### src/rtl/mipa_pkg.sv
package mipa_pkg;
  typedef enum logic [1:0] {
    ST_IDLE = 2'd0,
    ST_RUN  = 2'd1,
    ST_FIN  = 2'd2
  } mipa_state_e;
endpackage

### src/rtl/mipa_ctrl.sv
module mipa_ctrl #(
  parameter int SECT = 8,
  parameter int IDXW = $clog2(SECT),
  parameter int CNTW = $clog2(SECT + 1)
) (
  input  logic            clk,
  input  logic            rst_n,
  input  logic            start,
  input  logic [CNTW-1:0] elem_count,
  output logic            load,
  output logic            step,
  output logic            last,
  output logic [IDXW-1:0] lane,
  output logic            busy,
  output logic            done
);
  import mipa_pkg::*;

  localparam logic [CNTW-1:0] SECT_C = CNTW'(SECT);

  mipa_state_e     state_q;
  logic [CNTW-1:0] cnt_q;
  logic [CNTW-1:0] cnt_clamped;

  assign cnt_clamped = (elem_count > SECT_C) ? SECT_C : elem_count;
  assign load = (state_q == ST_IDLE) && start;
  assign step = (state_q == ST_RUN);
  assign last = (CNTW'(lane) == cnt_q - CNTW'(1));
  assign busy = (state_q != ST_IDLE);

  always_ff @(posedge clk or negedge rst_n) begin
    if (!rst_n) begin
      state_q <= ST_IDLE;
      cnt_q   <= '0;
      lane    <= '0;
      done    <= 1'b0;
    end else begin
      done <= (state_q == ST_FIN);
      unique case (state_q)
        ST_IDLE: begin
          if (start) begin
            cnt_q   <= cnt_clamped;
            lane    <= '0;
            state_q <= (cnt_clamped == '0) ? ST_FIN : ST_RUN;
          end
        end
        ST_RUN: begin
          lane <= lane + IDXW'(1);
          if (last) state_q <= ST_FIN;
        end
        ST_FIN:  state_q <= ST_IDLE;
        default: state_q <= ST_IDLE;
      endcase
    end
  end
endmodule

### src/rtl/mipa_operands.sv
module mipa_operands #(
  parameter int SECT = 8,
  parameter int DW   = 16,
  parameter int IDXW = $clog2(SECT)
) (
  input  logic                       clk,
  input  logic                       rst_n,
  input  logic                       load,
  input  logic [SECT-1:0][DW-1:0]    vals_in,
  input  logic [SECT-1:0][IDXW-1:0]  cpos_in,
  input  logic [SECT-1:0]            eor_in,
  input  logic [SECT-1:0][DW-1:0]    bvec_in,
  output logic [SECT-1:0][DW-1:0]    vals_q,
  output logic [SECT-1:0][IDXW-1:0]  cpos_q,
  output logic [SECT-1:0]            eor_q,
  output logic [SECT-1:0][DW-1:0]    bvec_q
);
  for (genvar g = 0; g < SECT; g++) begin : g_lane
    always_ff @(posedge clk or negedge rst_n) begin
      if (!rst_n) begin
        vals_q[g] <= '0;
        cpos_q[g] <= '0;
        eor_q[g]  <= 1'b0;
        bvec_q[g] <= '0;
      end else if (load) begin
        vals_q[g] <= vals_in[g];
        cpos_q[g] <= cpos_in[g];
        eor_q[g]  <= eor_in[g];
        bvec_q[g] <= bvec_in[g];
      end
    end
  end
endmodule

### src/rtl/mipa_lane_mul.sv
module mipa_lane_mul #(
  parameter int SECT = 8,
  parameter int DW   = 16,
  parameter int IDXW = $clog2(SECT)
) (
  input  logic [SECT-1:0][DW-1:0]    vals_q,
  input  logic [SECT-1:0][IDXW-1:0]  cpos_q,
  input  logic [SECT-1:0]            eor_q,
  input  logic [SECT-1:0][DW-1:0]    bvec_q,
  input  logic [IDXW-1:0]            lane,
  output logic signed [DW-1:0]       prod,
  output logic                       row_end
);
  logic signed [DW-1:0]   a_sel;
  logic signed [DW-1:0]   b_sel;
  logic signed [2*DW-1:0] full;

  always_comb begin
    a_sel   = vals_q[lane];
    b_sel   = bvec_q[cpos_q[lane]];
    row_end = eor_q[lane];
    full    = a_sel * b_sel;
    prod    = full[DW-1:0];
  end
endmodule

### src/rtl/mipa_group_acc.sv
module mipa_group_acc #(
  parameter int SECT = 8,
  parameter int DW   = 16,
  parameter int IDXW = $clog2(SECT)
) (
  input  logic                    clk,
  input  logic                    rst_n,
  input  logic                    load,
  input  logic                    step,
  input  logic                    close,
  input  logic signed [DW-1:0]    prod,
  input  logic [SECT-1:0][DW-1:0] cin,
  output logic [SECT-1:0][DW-1:0] res_q
);
  logic signed [DW-1:0] acc_q;
  logic signed [DW-1:0] run_sum;
  logic [IDXW-1:0]      grp_q;

  assign run_sum = acc_q + prod;

  always_ff @(posedge clk or negedge rst_n) begin
    if (!rst_n) begin
      acc_q <= '0;
      grp_q <= '0;
      res_q <= '0;
    end else if (load) begin
      acc_q <= '0;
      grp_q <= '0;
      res_q <= cin;
    end else if (step) begin
      if (close) begin
        res_q[grp_q] <= $signed(res_q[grp_q]) + run_sum;
        grp_q        <= grp_q + IDXW'(1);
        acc_q        <= '0;
      end else begin
        acc_q <= run_sum;
      end
    end
  end
endmodule

### src/rtl/mipa_top.sv
module mipa_top #(
  parameter int SECT = 8,
  parameter int DW   = 16,
  parameter int CPW  = $clog2(SECT),
  parameter int CNTW = $clog2(SECT + 1)
) (
  input  logic                 clk,
  input  logic                 rst_n,
  input  logic                 start,
  input  logic [CNTW-1:0]      elem_count,
  input  logic [SECT*DW-1:0]   vals,
  input  logic [SECT*CPW-1:0]  cpos,
  input  logic [SECT-1:0]      eor,
  input  logic [SECT*DW-1:0]   bvec,
  input  logic [SECT*DW-1:0]   cin,
  output logic                 busy,
  output logic                 done,
  output logic [SECT*DW-1:0]   cout
);
  logic                       load, step, last, row_end;
  logic [CPW-1:0]             lane;
  logic signed [DW-1:0]       prod;
  logic [SECT-1:0][DW-1:0]    vals_q, bvec_q, res_q;
  logic [SECT-1:0][CPW-1:0]   cpos_q;
  logic [SECT-1:0]            eor_q;

  mipa_ctrl #(.SECT(SECT), .IDXW(CPW), .CNTW(CNTW)) u_ctrl (
    .clk(clk), .rst_n(rst_n), .start(start), .elem_count(elem_count),
    .load(load), .step(step), .last(last), .lane(lane),
    .busy(busy), .done(done)
  );

  mipa_operands #(.SECT(SECT), .DW(DW), .IDXW(CPW)) u_ops (
    .clk(clk), .rst_n(rst_n), .load(load),
    .vals_in(vals), .cpos_in(cpos), .eor_in(eor), .bvec_in(bvec),
    .vals_q(vals_q), .cpos_q(cpos_q), .eor_q(eor_q), .bvec_q(bvec_q)
  );

  mipa_lane_mul #(.SECT(SECT), .DW(DW), .IDXW(CPW)) u_mul (
    .vals_q(vals_q), .cpos_q(cpos_q), .eor_q(eor_q), .bvec_q(bvec_q),
    .lane(lane), .prod(prod), .row_end(row_end)
  );

  mipa_group_acc #(.SECT(SECT), .DW(DW), .IDXW(CPW)) u_acc (
    .clk(clk), .rst_n(rst_n), .load(load), .step(step),
    .close(row_end | last), .prod(prod), .cin(cin), .res_q(res_q)
  );

  assign cout = res_q;
endmodule

### config.mk
export PLATFORM = sky130hd
export DESIGN_NAME = mipa_top
export DESIGN_NICKNAME = d
export VERILOG_FILES = /design/src/rtl/mipa_pkg.sv /design/src/rtl/mipa_ctrl.sv /design/src/rtl/mipa_operands.sv /design/src/rtl/mipa_lane_mul.sv /design/src/rtl/mipa_group_acc.sv /design/src/rtl/mipa_top.sv
export SDC_FILE = /design/constraint.sdc
export NUM_CORES = 1
export LEC_CHECK = 0
export BUFFER_PORTS_ARGS = -buffer_cell sky130_fd_sc_hd__buf_2
export CAP_MARGIN = 5
export CORE_MARGIN = 2
export CORE_UTILIZATION = 45
export CTS_CLUSTER_DIAMETER = 50
export DETAILED_ROUTE_END_ITERATION = 7
export PLACE_DENSITY = 0.68
export SYNTH_ARGS = -nofsm -noshare
export SYNTH_HDL_FRONTEND = slang
export SYNTH_SLANG_ARGS = --single-unit
export TNS_END_PERCENT = 100
### constraint.sdc
create_clock -name clk -period 17.1 [get_ports clk]
set_clock_uncertainty 0.05 [all_clocks]
set_input_delay 1.71 -clock clk [delete_from_list [all_inputs] [get_ports clk]]
set_output_delay 1.71 -clock clk [all_outputs]
set_load 0.02 [all_outputs]
# Word level (Yosys, flattened, before mapping)

Cells that the tools add are included.

Magnitude comparators: 5
Add/sub/neg operators: 5
Multiplexer cells: 29
Reduce and logical (&&, ||, !) cells: 12
$mul: 1
Bitwise operators: 1
Equality and inequality tests: 5

Operators with widths:

| kind                | count |
|---|---|
| $mux 128            | 3 |
| $bmux 16 s3         | 3 |
| $bwmux 128          | 1 |
| $mux 16             | 7 |
| $demux 16 s3        | 1 |
| $add 16x16->16      | 2 |
| $mul 16x16->16      | 1 |
| $mux 3              | 5 |
| $lt 3x4->1 const B  | 3 |
| $bmux 3 s3          | 1 |
| $reduce_and 2->1    | 4 |
| $reduce_bool 2->1   | 4 |
| $add 3x1->3 const B | 2 |
| $mux 2              | 3 |
| $pmux 3 s2          | 1 |
| $eq 3x4->1          | 1 |
| $gt 4x4->1 const B  | 1 |
| $logic_not 4->1     | 1 |
| $mux 4              | 1 |
| $pmux 2 s2          | 1 |
| $sub 4x1->4 const B | 1 |
| $bmux 1 s3          | 1 |
| $ge 3x1->1 const B  | 1 |
| $eq 2x1->1 const B  | 1 |
| 7 further kinds     | 8 |

Output and inout bits: 130
Logic and storage cells: 104
Input port bits: 423
Bits in registers: 445

# Longest topological paths before layout

Gate-level depths: netlist of run 1.

Word-level depth: 11
Mapped depth: 39
Mapped depth without buffers: 34

# By module

Synthesis of run 1 repeated with hierarchy kept, for this count alone.

Cells, all modules: 2,415
Area total of the unflattened synthesis: 27,939.3 sq um

By module, submodules not included:

| module         | cells each | times used | area each (sq um) | seq. area each (sq um) |
|---|---|---|---|---|
| mipa_operands  | 608        | 1          | 11,527.3          | 7,206.9 |
| mipa_group_acc | 1,082      | 1          | 9,414.0           | 3,678.5 |
| mipa_lane_mul  | 673        | 1          | 6,477.5           | 0.0 |
| mipa_ctrl      | 51         | 1          | 514.2             | 250.2 |
| mipa_top       | 1          | 1          | 6.3               | 0.0 |

# Worst setup path before layout of run 1

No wires, ideal clock.

Kind: register to register
Start: register u_ctrl.lane[1]
End: register u_acc.res_q[79] in the netlist's numbering
Period minus slack after synthesis: 8,497 ps
Path buffers: 5
Stages on the path, launching flop included: 33
Path slack: 8,603 ps
Library setup time: 124 ps
Data required time: 16,926 ps
Arrival: 8,323 ps
Cells stage by stage: dfrtp_1 buf_6 mux4_2 mux2i_1 buf_2 buf_2 mux4_2 mux2i_1 clkbuf_1 nor2_1 fa_1 inv_1 fa_1 fa_1 fa_1 inv_1 fa_1 inv_1 fa_1 inv_1 ha_1 a21oi_1 o21bai_1 a21oi_1 xnor2_1 ha_1 buf_1 nand2_1 o31ai_1 mux2i_1 mux2_4 nor2_2 a211o_1

Longest elaborated chain between the ends: 11
Elaborated cells on any way between the ends: 19
Those cells by class: add/sub: 2; mul: 1; eq/ne: 1; mux: 12; bitwise: 1; reduce/logical: 2

RTL lines:

| what                           | RTL line             | RTL |
|---|---|---|
| start: declaration             | mipa_ctrl.sv:13      | `output logic [IDXW-1:0] lane,` |
| start signal: assignment       | mipa_ctrl.sv:48      | `lane <= lane + IDXW'(1);` |
| $bmux 3 s3                     | mipa_lane_mul.sv:20  | `b_sel = bvec_q[cpos_q[lane]];` |
| $mux 3 (not written as such)   | mipa_lane_mul.sv:20  |  |
| $bmux 16 s3                    | mipa_lane_mul.sv:20  |  |
| $mux 16 (not written as such)  | mipa_lane_mul.sv:20  |  |
| $mul 16x16->16                 | mipa_lane_mul.sv:22  | `full = a_sel * b_sel;` |
| $add 16x16->16                 | mipa_group_acc.sv:19 | `assign run_sum = acc_q + prod;` |
| $add 16x16->16                 | mipa_group_acc.sv:32 | `res_q[grp_q] <= $signed(res_q[grp_q]) + run_sum;` |
| $bwmux 128                     | mipa_group_acc.sv:32 |  |
| $mux 128                       | mipa_group_acc.sv:31 | `if (close) begin` |
| $mux 128                       | mipa_group_acc.sv:30 | `end else if (step) begin` |
| $mux 128                       | mipa_group_acc.sv:26 | `end else if (load) begin` |
| end signal: assignment         | mipa_group_acc.sv:29 | `res_q <= cin;` |
| end signal: indexed assignment | mipa_group_acc.sv:32 |  |
| end: declaration               | mipa_group_acc.sv:13 | `output logic [SECT-1:0][DW-1:0] res_q` |

Several ways; a longest one is shown, not always the timed one. The select of a mux whose other input is x is not followed.
A chain may end at the register's enable or synchronous reset.

# Final worst setup path of run 1

Start: register u_ctrl.lane[1]
End: register u_acc.res_q[15] in the netlist's numbering

Same word-level chain as after synthesis.

==> results of run 1 <==
tightest hold or removal path, stage by stage, from the launching register on:
cell     delay [ns]
dfrtp_1        0.34
nand2_1        0.05
nand2_1        0.05
final cells by class:
cell class                      count  area [sq um]
Antenna cell                       22          55.1
Clock buffer                       73          1410
Sequential cell                   445         11100
Clock inverter                     18           179
Inverter                          177           664
Timing Repair Buffer              593          3110
Fill cell                        5276         25600
Tap cell                          756           946
Multi-Input combinational cell   2060         13500
through the flow:
stage               setup WS, ns  std cells  util (%)  cell area (sq um)
floorplan                   8.60       2840         -              25900
global placement            7.54       4031      51.8              29300
detailed placement          7.26       4031      51.8              29300
CTS                         7.21       4122      54.7              30900
global route                6.61       4143      54.7              31000
finish                      7.18       4144      54.7              31000
how the worst min path moves through the flow:
stage	end	from	cells past startpoint
after floorplan	u_ops.bvec_q[106]	u_ops.bvec_q[106]	2
after global placement	u_ops.bvec_q[90]	u_ops.bvec_q[90]	2
after detailed placement	u_ops.bvec_q[22]	u_ops.bvec_q[22]	2
after CTS	u_ops.vals_q[44]	u_ops.vals_q[44]	2
after global routing	u_ops.bvec_q[90]	u_ops.bvec_q[90]	2
final	u_ops.bvec_q[63]	u_ops.bvec_q[63]	2
flip-flops by register name (all words and copies together), names as in the netlist:
register	flops
u_acc.acc_q	16
u_acc.grp_q	3
u_acc.res_q	128
u_ctrl.cnt_q	4
u_ctrl.done	1
u_ctrl.lane	3
u_ctrl.state_q	2
u_ops.bvec_q	128
u_ops.cpos_q	24
u_ops.eor_q	8
u_ops.vals_q	128
placed cells by master (no fill, tap or decap), drive strengths merged, types with 73 or more instances in the layout:
| cell type | netlist | layout |
|---|---|---|
| mux2i | 169 | 169 |
| buf | 26 | 593 |
| o21ai | 127 | 127 |
| nand2 | 1055 | 1055 |
| clkbuf | 132 | 73 |
| ha | 84 | 84 |
| fa | 94 | 94 |
| nor2 | 166 | 166 |
| dfrtp | 445 | 445 |
| inv | 177 | 180 |
kinds of logic (layout without fill, tap and decap cells):
| family | Yosys count | after routing | synth area share [%] |
|---|---|---|---|
| AOI/OAI and AO/OA | 283 | 283 | 6.46 |
| other | 0 | 22 | 0 |
| xor gates and xnor gates | 55 | 55 | 2.21 |
| and+or+nand+nor | 1313 | 1313 | 20.0 |
| muxes | 231 | 231 | 11.9 |
| adders and majority gates | 178 | 178 | 11.3 |
| buffers and inverters | 335 | 861 | 5.13 |
| DFF | 445 | 445 | 43.0 |
layer usage:
metal | vias up | part of all wire (%)
met3 | 186 | 7.4
met1 | 10900 | 41
met2 | 924 | 47
li1 | 10200 | -
met5 | - | 0.068
met4 | 8 | 4.2
==> metrics.md, run 1 <==
| Metric | Value |
|---|---|
| Outcome | `finished clean` |
| Clk slew on worst S/H paths | `0.06 ns` |
| Syn nets | `3441` |
| Crit path capture type | `register` |
| Synth Register Bits | `445` |
| Worst Tran Pin Value | `1.25 ns` |
| Setup CP Type | `register to register` |
| R2R Setup Slk | `7.18 ns` |
| Die extent in y | `244 um` |
| Routed wire length per instance | `20.4 um` |
| Hold slack final | `0.420 ns` |
| Mapped Area | `25900 sq um` |
| Port Buffer Count | `552` |
| Startpoint type of the worst setup path | `register` |
| GP Congestion | `0.967` |
| CTS hold repair buffers | `0` |
| CTS tree | `done` |
| R2R depth | `30` |
| Resized cells post-CTS | `0` |
| Highest Clock Rate | `101 MHz` |
| Fin crit share | `58.0%` |
| Most crowded layer after global routing | `met2` |
| Die area | `59500 sq um` |
| Met3 usage | `4.97%` |
| Worst relative slew slack | `15.7%` |
| GR Util All Layers | `28.1%` |
| Finish-stage setup viols | `0` |
| First-pass GRT wire length | `129000 um` |
| WP buf/inv | `6` |
| Most frequent cell after synthesis | `nand2_1` |
| Starting Density | `45.8%` |
| Grt total ovfl | `0` |
| Crit Path Max Fanout | `40` |
| Top-area cell type share of the netlist area | `43.0%` |
| Crit-path leading delay family | `adder cells` |
| CTS Buf Count | `50` |
| Avg Cell Area, Syn | `9.12 sq um` |
| YS warnings | `0` |
| # rows | `87` |
| End of the critical path | `u_acc.res_q[15]` |
| Final net count | `3928` |
| Crit-path most repeated cell | `fa_1` |
| DRT iter0 DRCs | `2132` |
| Critical R2R Launch | `u_ctrl.lane[1]` |
| Antenna violations before repair | `26` |
| P&R area growth vs syn | `19.6%` |
| Post-CTS Setup Bufs | `0` |
| Dpl hpwl | `62900 um` |
| Cells after Synth | `2840` |
| Die W | `244 um` |
| Max-cap violations | `0` |
| Reg2reg end | `u_acc.res_q[15]` |
| Root Buffer | `clkbuf_16` |
| Vias per cell | `5.35` |
| Fraction of layout cells with a size suffix above 1 | `23.4%` |
| Met1 GRT Util | `38.2%` |
| Detailed-route via count | `22200` |
| Vias in the first global route | `22200` |
| CTS Sinks | `445` |
| Crit path DAT | `10.31 ns` |
| CTS H-tree depth | `2` |
| Post-route setup TNS | `0 ns` |
| Fin. Hold Viols | `0` |
| Final Max Tran Viols | `0` |
| Tmin final | `9.92 ns` |
| Top cells by area, synth | `dfrtp_1 (43%), nand2_1 (15%), fa_1 (7.3%)` |
| Met2 Track Usage GR | `44.4%` |
| Worst setup startpoint | `u_ctrl.lane[1]` |
| # DRC | `0` |
| Post-synth ARST share | `100%` |
| CP max stage delay | `0.90 ns` |
| Register area share after synthesis | `43.0%` |
| CTS Buffer Depth | `3` |
| Worst path depth | `30` |
| EDFF count, synth | `0` |
| Synth area leader | `dfrtp_1` |
| Clock Latency Late Sink | `0.62 ns` |
| Post-route ant nets | `0` |
| WL final | `84300 um` |
| Pin count of the biggest net entering global routing | `247` |
| Unrepaired setup endpoints after global routing | `false` |
| Core area | `56600 sq um` |
| Critical path's slowest cell | `mux2i_1` |
| Commonest cells post-synth | `nand2_1 (1055), dfrtp_1 (445), inv_1 (177)` |
| Yosys cell types | `54` |
| Min-delay worst type | `register to register` |
| Boundary Pins | `553` |
| Drt first pass iters | `6` |
| WP data required | `17.49 ns` |
| Synth Flop Type | `dfrtp_1` |
Power of run 1 is not shown: default switching activity piles up to over one toggle a cycle in this logic, so the estimate is an artifact.
==> inputs of run 2 (changes only) <==
Clock period 17.1 ns to 10.1 ns, I/O delays scaled along.
==> metrics.md, run 2 (synthesized netlist as in run 1, its figures left out) <==
| Metric | Value |
|---|---|
| P&R area growth vs syn | `20.9%` |
| Startpoint type of the worst setup path | `register` |
| Pin count of the biggest net entering global routing | `226` |
| Crit Path Max Fanout | `22` |
| Critical path's slowest cell | `dfrtp_2` |
| GR Util All Layers | `28.3%` |
| CTS Sinks | `445` |
| Fin. Hold Viols | `0` |
| Starting Density | `45.8%` |
| Crit path capture type | `register` |
| Max-cap violations | `0` |
| Highest Clock Rate | `108 MHz` |
| Fin crit share | `91.7%` |
| Dpl hpwl | `63700 um` |
| CTS hold repair buffers | `0` |
| Worst Tran Pin Value | `1.21 ns` |
| Boundary Pins | `553` |
| Crit path DAT | `9.66 ns` |
| Hold slack final | `0.321 ns` |
| # DRC | `0` |
| WP data required | `10.50 ns` |
| Detailed-route via count | `22300` |
| Clk slew on worst S/H paths | `0.06 ns` |
| CTS tree | `done` |
| Resized cells post-CTS | `0` |
| Outcome | `finished clean` |
| Vias in the first global route | `21900` |
| Root Buffer | `clkbuf_16` |
| Routed wire length per instance | `20.7 um` |
| Grt total ovfl | `0` |
| Post-route setup TNS | `0 ns` |
| CTS H-tree depth | `2` |
| DRT iter0 DRCs | `2225` |
| Die extent in y | `244 um` |
| CTS Buffer Depth | `3` |
| Core area | `56600 sq um` |
| Post-route ant nets | `0` |
| # rows | `87` |
| Min-delay worst type | `input pin to asynchronous set/reset pin` |
| Port Buffer Count | `552` |
| Worst relative slew slack | `19.6%` |
| Fraction of layout cells with a size suffix above 1 | `23.9%` |
| Tmin final | `9.26 ns` |
| Final Max Tran Viols | `0` |
| First-pass GRT wire length | `130000 um` |
| CP max stage delay | `0.69 ns` |
| Clock Latency Late Sink | `0.62 ns` |
| CTS Buf Count | `54` |
| Most frequent cells in the layout | `nand2_1 (1054), buf_2 (551), dfrtp_1 (443), inv_1 (177), mux2i_1 (160)` |
| WL final | `85700 um` |
| Final net count | `3935` |
| Antenna violations before repair | `25` |
| Final core utilization | `55.3%` |
| Most common cell after layout, fill and taps aside | `nand2_1` |
| Die W | `244 um` |
| Die area | `59500 sq um` |
| Post-CTS Setup Bufs | `0` |
| Biggest regs | `u_acc.res_q (128), u_ops.bvec_q (128), u_ops.vals_q (128)` |
| GP Congestion | `0.971` |
| Vias per cell | `5.38` |
| Setup CP Type | `register to register` |
| Unrepaired setup endpoints after global routing | `false` |
| Finish-stage setup viols | `0` |
| Drt first pass iters | `6` |
## run 2: metrics by stage
stage                     std cells  instance area, sq um  worst slack, ns
final                          4142                 31300            0.836
after global routing           4142                 31300            0.235
after CTS                      4130                 31300            0.813
after detailed placement       4034                 29400            0.902
after global placement         4034                 29400             1.08
after floorplan                2840                 25900             1.60
## run 2: critical path: cells and delay by family, from the launching register on
| kind | cells | cell delay [ns] |
|---|---|---|
| AO/OA/AOI/OAI | 9 | 1.89 |
| flip-flops | 1 | 0.69 |
| XOR/XNOR | 1 | 0.11 |
| adder cells (fa/ha/maj) | 8 | 3.05 |
| AND/OR/NAND/NOR | 3 | 0.34 |
| buffers and inverters | 4 | 0.57 |
| multiplexers | 6 | 2.38 |
## run 2: final cells by class
cell class                      instances  area, sq um
Antenna cell                           12         30.0
Clock buffer                           70         1510
Clock inverter                         26          365
Fill cell                            5221        25300
Inverter                              177          664
Multi-Input combinational cell       2060        13500
Sequential cell                       445        11100
Tap cell                              756          946
Timing Repair Buffer                  596         3170
## run 2: routing by layer
layer	wire, um	GRT usage (%)
met1	34600	38.8
met5	125	0
met4	3130	10.4
met3	6820	5.09
met2	41000	45.3
## run 2: path summary, 6_finish.rpt
check,cells after the start,from,slack (ns),end
worst max-delay path,31,u_ctrl.lane[1],0.84,u_acc.res_q[15]
worst min-delay path,1,rst_n,0.32,u_acc.res_q[75]
worst max register to register,31,u_ctrl.lane[1],0.84,u_acc.res_q[15]
worst min register to register,2,u_ops.bvec_q[31],0.42,u_ops.bvec_q[31]
max in group asynchronous,3,rst_n,7.53,u_ops.bvec_q[87]
min in group clk,2,u_ops.bvec_q[31],0.42,u_ops.bvec_q[31]
Power of run 2 is left out for the same reason.
